$ cat src/rtl/panel_io_pkg.sv
package panel_io_pkg;

  localparam int DW        = 32;
  localparam int NBYTES    = DW / 8;
  localparam int WORD_LED  = 0;
  localparam int WORD_IN   = 1;
  localparam int WORD_EDGE = 2;
  localparam int WORD_RGB0 = 3;
  localparam int RGB_BITS  = 3;

  // Expand byte strobes to a per-bit enable mask.
  function automatic logic [DW-1:0] lane_mask(input logic [NBYTES-1:0] strb);
    logic [DW-1:0] m;
    for (int i = 0; i < NBYTES; i++) begin
      m[i*8 +: 8] = {8{strb[i]}};
    end
    return m;
  endfunction

  // Merge new data into an old word under an enable mask.
  function automatic logic [DW-1:0] masked_merge(input logic [DW-1:0] old_w,
                                                 input logic [DW-1:0] new_w,
                                                 input logic [DW-1:0] m);
    return (old_w & ~m) | (new_w & m);
  endfunction

endpackage

$ cat src/rtl/panel_io_sync.sv
module panel_io_sync #(
  parameter int W = 4
) (
  input  logic         clk,
  input  logic         rst_n,
  input  logic [W-1:0] d,
  output logic [W-1:0] q
);
  logic [W-1:0] stage1;

  always_ff @(posedge clk) begin
    if (!rst_n) begin
      stage1 <= '0;
      q      <= '0;
    end else begin
      stage1 <= d;
      q      <= stage1;
    end
  end
endmodule

$ cat src/rtl/panel_io_debounce.sv
module panel_io_debounce #(
  parameter int N      = 4,
  parameter int CYCLES = 4
) (
  input  logic         clk,
  input  logic         rst_n,
  input  logic [N-1:0] raw,
  output logic [N-1:0] stable
);
  localparam int CNT_W = (CYCLES > 1) ? $clog2(CYCLES) : 1;

  generate
    if (CYCLES <= 1) begin : g_pass
      always_ff @(posedge clk) begin
        if (!rst_n) stable <= '0;
        else        stable <= raw;
      end
    end else begin : g_cnt
      for (genvar i = 0; i < N; i++) begin : g_bit
        logic [CNT_W-1:0] run_len;
        logic             level;
        assign stable[i] = level;
        always_ff @(posedge clk) begin
          if (!rst_n) begin
            run_len <= '0;
            level   <= 1'b0;
          end else if (raw[i] == level) begin
            run_len <= '0;
          end else if (run_len == CNT_W'(CYCLES - 1)) begin
            level   <= raw[i];
            run_len <= '0;
          end else begin
            run_len <= run_len + CNT_W'(1);
          end
        end
      end
    end
  endgenerate
endmodule

$ cat src/rtl/panel_io_axil_port.sv
module panel_io_axil_port #(
  parameter int ADDR_W = 8
) (
  input  logic              clk,
  input  logic              rst_n,
  input  logic [ADDR_W-1:0] awaddr,
  input  logic              awvalid,
  output logic              awready,
  input  logic [31:0]       wdata,
  input  logic [3:0]        wstrb,
  input  logic              wvalid,
  output logic              wready,
  output logic              bvalid,
  input  logic              bready,
  input  logic [ADDR_W-1:0] araddr,
  input  logic              arvalid,
  output logic              arready,
  output logic [31:0]       rdata,
  output logic              rvalid,
  input  logic              rready,
  output logic              wr_en,
  output logic [ADDR_W-1:0] wr_addr,
  output logic [31:0]       wr_data,
  output logic [3:0]        wr_strb,
  input  logic [31:0]       rd_word
);
  logic aw_held, w_held;

  assign awready = !aw_held && !bvalid && !rvalid;
  assign wready  = !w_held  && !bvalid && !rvalid;
  assign arready = !aw_held && !w_held && !bvalid && !rvalid && !awvalid && !wvalid;
  assign wr_en   = aw_held && w_held;

  always_ff @(posedge clk) begin
    if (!rst_n) begin
      aw_held <= 1'b0;
      w_held  <= 1'b0;
      bvalid  <= 1'b0;
      rvalid  <= 1'b0;
      wr_addr <= '0;
      wr_data <= '0;
      wr_strb <= '0;
      rdata   <= '0;
    end else begin
      if (wr_en) begin
        aw_held <= 1'b0;
        w_held  <= 1'b0;
        bvalid  <= 1'b1;
      end else begin
        if (awvalid && awready) begin
          aw_held <= 1'b1;
          wr_addr <= awaddr;
        end
        if (wvalid && wready) begin
          w_held  <= 1'b1;
          wr_data <= wdata;
          wr_strb <= wstrb;
        end
        if (bvalid && bready) bvalid <= 1'b0;
      end
      if (arvalid && arready) begin
        rvalid <= 1'b1;
        rdata  <= rd_word;
      end else if (rvalid && rready) begin
        rvalid <= 1'b0;
      end
    end
  end
endmodule

$ cat src/rtl/axil_panel_io.sv
module axil_panel_io
  import panel_io_pkg::*;
#(
  parameter int ADDR_W          = 8,
  parameter int NUM_LED         = 4,
  parameter int NUM_RGB         = 2,
  parameter int NUM_SW          = 4,
  parameter int NUM_BTN         = 4,
  parameter int DEBOUNCE_CYCLES = 4
) (
  input  logic                 clk,
  input  logic                 rst_n,
  input  logic [ADDR_W-1:0]    awaddr,
  input  logic                 awvalid,
  output logic                 awready,
  input  logic [31:0]          wdata,
  input  logic [3:0]           wstrb,
  input  logic                 wvalid,
  output logic                 wready,
  output logic [1:0]           bresp,
  output logic                 bvalid,
  input  logic                 bready,
  input  logic [ADDR_W-1:0]    araddr,
  input  logic                 arvalid,
  output logic                 arready,
  output logic [31:0]          rdata,
  output logic [1:0]           rresp,
  output logic                 rvalid,
  input  logic                 rready,
  output logic [NUM_LED-1:0]   led_o,
  output logic [3*NUM_RGB-1:0] rgb_o,
  input  logic [NUM_SW-1:0]    sw_i,
  input  logic [NUM_BTN-1:0]   btn_i
);
  localparam int WW   = ADDR_W - 2;
  localparam int IN_W = NUM_SW + NUM_BTN;

  logic              wr_en;
  logic [ADDR_W-1:0] wr_addr;
  logic [31:0]       wr_data;
  logic [3:0]        wr_strb;
  logic [31:0]       rd_word;
  logic [DW-1:0]     wmask;
  logic [WW-1:0]     wr_idx, rd_idx;

  logic [NUM_SW-1:0]  sw_sync;
  logic [NUM_BTN-1:0] btn_sync, btn_db, btn_db_d, btn_rise;
  logic [NUM_BTN-1:0] edge_q, clr_mask;
  logic [NUM_LED-1:0] led_q;
  logic [RGB_BITS-1:0] rgb_q [NUM_RGB];
  logic hit_led, hit_edge;
  logic unused_bits;

  assign bresp = 2'b00;
  assign rresp = 2'b00;

  panel_io_axil_port #(.ADDR_W(ADDR_W)) u_port (
    .clk(clk), .rst_n(rst_n),
    .awaddr(awaddr), .awvalid(awvalid), .awready(awready),
    .wdata(wdata), .wstrb(wstrb), .wvalid(wvalid), .wready(wready),
    .bvalid(bvalid), .bready(bready),
    .araddr(araddr), .arvalid(arvalid), .arready(arready),
    .rdata(rdata), .rvalid(rvalid), .rready(rready),
    .wr_en(wr_en), .wr_addr(wr_addr), .wr_data(wr_data), .wr_strb(wr_strb),
    .rd_word(rd_word)
  );

  panel_io_sync #(.W(NUM_SW)) u_sw_sync (
    .clk(clk), .rst_n(rst_n), .d(sw_i), .q(sw_sync)
  );

  panel_io_sync #(.W(NUM_BTN)) u_btn_sync (
    .clk(clk), .rst_n(rst_n), .d(btn_i), .q(btn_sync)
  );

  panel_io_debounce #(.N(NUM_BTN), .CYCLES(DEBOUNCE_CYCLES)) u_debounce (
    .clk(clk), .rst_n(rst_n), .raw(btn_sync), .stable(btn_db)
  );

  assign wmask    = lane_mask(wr_strb);
  assign wr_idx   = wr_addr[ADDR_W-1:2];
  assign rd_idx   = araddr[ADDR_W-1:2];
  assign hit_led  = wr_en && (wr_idx == WW'(WORD_LED));
  assign hit_edge = wr_en && (wr_idx == WW'(WORD_EDGE));
  assign btn_rise = btn_db & ~btn_db_d;
  assign clr_mask = hit_edge ? (wr_data[NUM_BTN-1:0] & wmask[NUM_BTN-1:0]) : '0;
  assign led_o    = led_q;
  assign unused_bits = ^{wr_data, wmask, wr_addr[1:0], araddr[1:0]};

  always_ff @(posedge clk) begin
    if (!rst_n) begin
      led_q    <= '0;
      edge_q   <= '0;
      btn_db_d <= '0;
    end else begin
      if (hit_led) begin
        led_q <= (led_q & ~wmask[NUM_LED-1:0]) | (wr_data[NUM_LED-1:0] & wmask[NUM_LED-1:0]);
      end
      edge_q   <= (edge_q & ~clr_mask) | btn_rise;
      btn_db_d <= btn_db;
    end
  end

  generate
    for (genvar k = 0; k < NUM_RGB; k++) begin : g_rgb
      logic hit_rgb;
      assign hit_rgb = wr_en && (wr_idx == WW'(WORD_RGB0 + k));
      assign rgb_o[RGB_BITS*k +: RGB_BITS] = rgb_q[k];
      always_ff @(posedge clk) begin
        if (!rst_n) begin
          rgb_q[k] <= '0;
        end else if (hit_rgb) begin
          rgb_q[k] <= (rgb_q[k] & ~wmask[RGB_BITS-1:0]) |
                      (wr_data[RGB_BITS-1:0] & wmask[RGB_BITS-1:0]);
        end
      end
    end
  endgenerate

  always_comb begin
    rd_word = '0;
    if (rd_idx == WW'(WORD_LED)) begin
      rd_word[NUM_LED-1:0] = led_q;
    end else if (rd_idx == WW'(WORD_IN)) begin
      rd_word[IN_W-1:0] = {btn_db, sw_sync};
    end else if (rd_idx == WW'(WORD_EDGE)) begin
      rd_word[NUM_BTN-1:0] = edge_q;
    end
    for (int k = 0; k < NUM_RGB; k++) begin
      if (rd_idx == WW'(WORD_RGB0 + k)) rd_word[RGB_BITS-1:0] = rgb_q[k];
    end
  end
endmodule

$ cat config.mk
export PLATFORM = sky130hd
export DESIGN_NAME = axil_panel_io
export DESIGN_NICKNAME = d
export VERILOG_FILES = /design/src/rtl/panel_io_pkg.sv /design/src/rtl/panel_io_sync.sv /design/src/rtl/panel_io_debounce.sv /design/src/rtl/panel_io_axil_port.sv /design/src/rtl/axil_panel_io.sv
export SDC_FILE = /design/constraint.sdc
export NUM_CORES = 1
export LEC_CHECK = 0
export ABC_CLOCK_PERIOD_IN_PS = 1750
export BUFFER_PORTS_ARGS = -buffer_cell sky130_fd_sc_hd__buf_4
export CAP_MARGIN = 20
export CORE_MARGIN = 1
export CORE_UTILIZATION = 50
export CTS_BUF_LIST = sky130_fd_sc_hd__clkbuf_8
export CTS_CLUSTER_SIZE = 14
export DETAILED_ROUTE_END_ITERATION = 10
export PLACE_DENSITY_LB_ADDON = 0.05
export SYNTH_ARGS = -nofsm -noshare
export SYNTH_HDL_FRONTEND = slang
export SYNTH_HIERARCHICAL = 1
export SYNTH_SLANG_ARGS = --single-unit
$ cat constraint.sdc
create_clock -name clk -period 1.75 [get_ports clk]
set_clock_uncertainty 0.15 [all_clocks]
set_input_delay 0.35 -clock clk [delete_from_list [all_inputs] [get_ports clk]]
set_output_delay 0.35 -clock clk [all_outputs]
set_load 0.01 [all_outputs]
==> results.cfg <==
[clock_network]
clk_latency_ns = 0.36
cts_max_level = 3
postCtsHoldBufs = 0
cts_buffer_depth = 2
tritoncts = built
clock-root-buffer = clkbuf_8
cts.sinks = 93
clk_pin_slew_ns = 0.09
cts_made_buffers = 9

[worst_setup_path]
crit_path_top_delay_cell = dfxtp_2
worstPathMaxFanout = 3
end_kind = output port
crit_arrival_ns = 1.22
crit_required_ns = 1.25
crit_family = flip-flops
cp.depth = 4
rr_worst_depth = 6
crit_chain = buf_6 -> nor3_4 -> and2_1 -> buf_4
crit_path_max_incr_delay_ns = 0.33
cp-start-kind = register
crit_type = register to output port
worst-path-buf-inv = 2

[placement]
dp.cells = 575
finalWeightedCongestion = 0.779
dpl_worst_slack_ns = 0.0993
port_buffers = 78
dp_hpwl_um = 4990

[timing]
worst_slack_ns = 0.0280
finalHoldViolCount = 0
finalCritPeriodShare_pct = 98.4
finalSetupViolCount = 0
whs_ns = 0.0491
slew_viol_final = 0
min_period_ns = 1.72
rsz0062_at_grt = yes
max_freq_mhz = 581

[layout]
final_cell_mix = nand2_1, buf_4, dfxtp_1, mux2i_1, conb_1
final_util_pct = 65.4
n_antenna_cell = 0
syn2layout_area_growth_pct = 24.5
drive_gt1_share_pct = 25.4
final_cells = 592
final_common_cell = nand2_1
fin_nets = 559

[detailed_routing]
drc_errors = 0
antenna_left = 0
vias_per_cell = 4.81
drt-initial-drc-count = 116
num_vias = 2850
wl_per_cell_um = 12.3
first_pass_iters = 4
wl_um = 7300

[synth]
yosysWarnings = 6
syn_area_um2 = 3870
synthCells = 396
avgSynthCellArea_um2 = 9.78

[floorplanning]
ios = 118
core_um2 = 7370
die_area_um2 = 8100
die_h_um = 90.0
num_rows = 31
initial_core_util_pct = 52.5
die_w_um = 90.0

[global_route]
grt_max_degree = 45
grt_pass1_vias = 2541
antenna_found_initial = 0
grt_pass1_wl_um = 11900
gr-usage-all-layers_pct = 18.5
globalRouteOverflowTotal = 0

[power_and_ir_drop]
p_leak_nw = 2.01
irDropWorstVdd_mv = 0.589
p_per_area_nw_per_um2 = 883

[run]
cap_violations = 0

[hold_path]
min-delay-path-class = primary input to register
holdPathStages = 2

[status]
status = complete, no violations
==> state kept, by name, indices dropped and copies added (netlist names), 6 cells and up, named ones only <==
signal	count
u_port/wr_addr	6
u_port/rdata	32
u_debounce/g_cnt.g_bit.run_len	8
rgb_q	6
==> through the flow <==
step | cell area (um^2) | power [mW] | TNS [ns]
6_report | 4820 | 4.25 | 0
5_1_grt | 4820 | 4.44 | -0.0500
4_1_cts | 4800 | 4.28 | 0
3_5_place_dp | 4560 | 2.70 | 0
3_3_place_gp | 4560 | 2.69 | 0
2_1_floorplan | 3970 | 2.56 | 0
==> path summary, 6_finish.rpt <==
path / startpoint / endpoint / slack (ns)
worst max-delay path: u_port/w_held / arready / 0.03
worst min-delay path: btn_i[0] / u_btn_sync/stage1[0] / 0.05
worst max register to register: u_port/w_held / u_port/rdata[1] / 0.08
worst min register to register: u_sw_sync/stage1[0] / u_sw_sync/q[0] / 0.28
==> final cells by class <==
cell class / instances / area (um^2)
clock inverter: 7 / 96.3
tap: 99 / 124
timing repair buffer: 91 / 728
multi-input combinational: 292 / 1820
inverter: 1 / 3.75
sequential: 93 / 1920
fill: 646 / 2550
clock buffer: 9 / 124
==> per-layer routing <==
metal,GRT usage (%),wire length [um],vias to the layer above
li1,-,-,1461
met1,26.3,3640,1297
met5,0,0,-
met2,27.4,3210,82
met3,3.47,321,10
met4,8.47,126,0
==> where the power goes <==
part | internal, mW | switching [mW] | total, mW | leakage, nW
clock | 0.812 | 0.764 | 1.58 | 0.114
sequential | 2.21 | 0.0437 | 2.25 | 0.770
combinational | 0.217 | 0.209 | 0.427 | 1.13
==> what timing repair did <==
item	in CTS	in global routing
endpoints found under the setup margin	2	5
setup buffers	0	1
resized for setup	6	3
pin swaps	3	2
No activity file was read; power rests on OpenSTA's default activity.
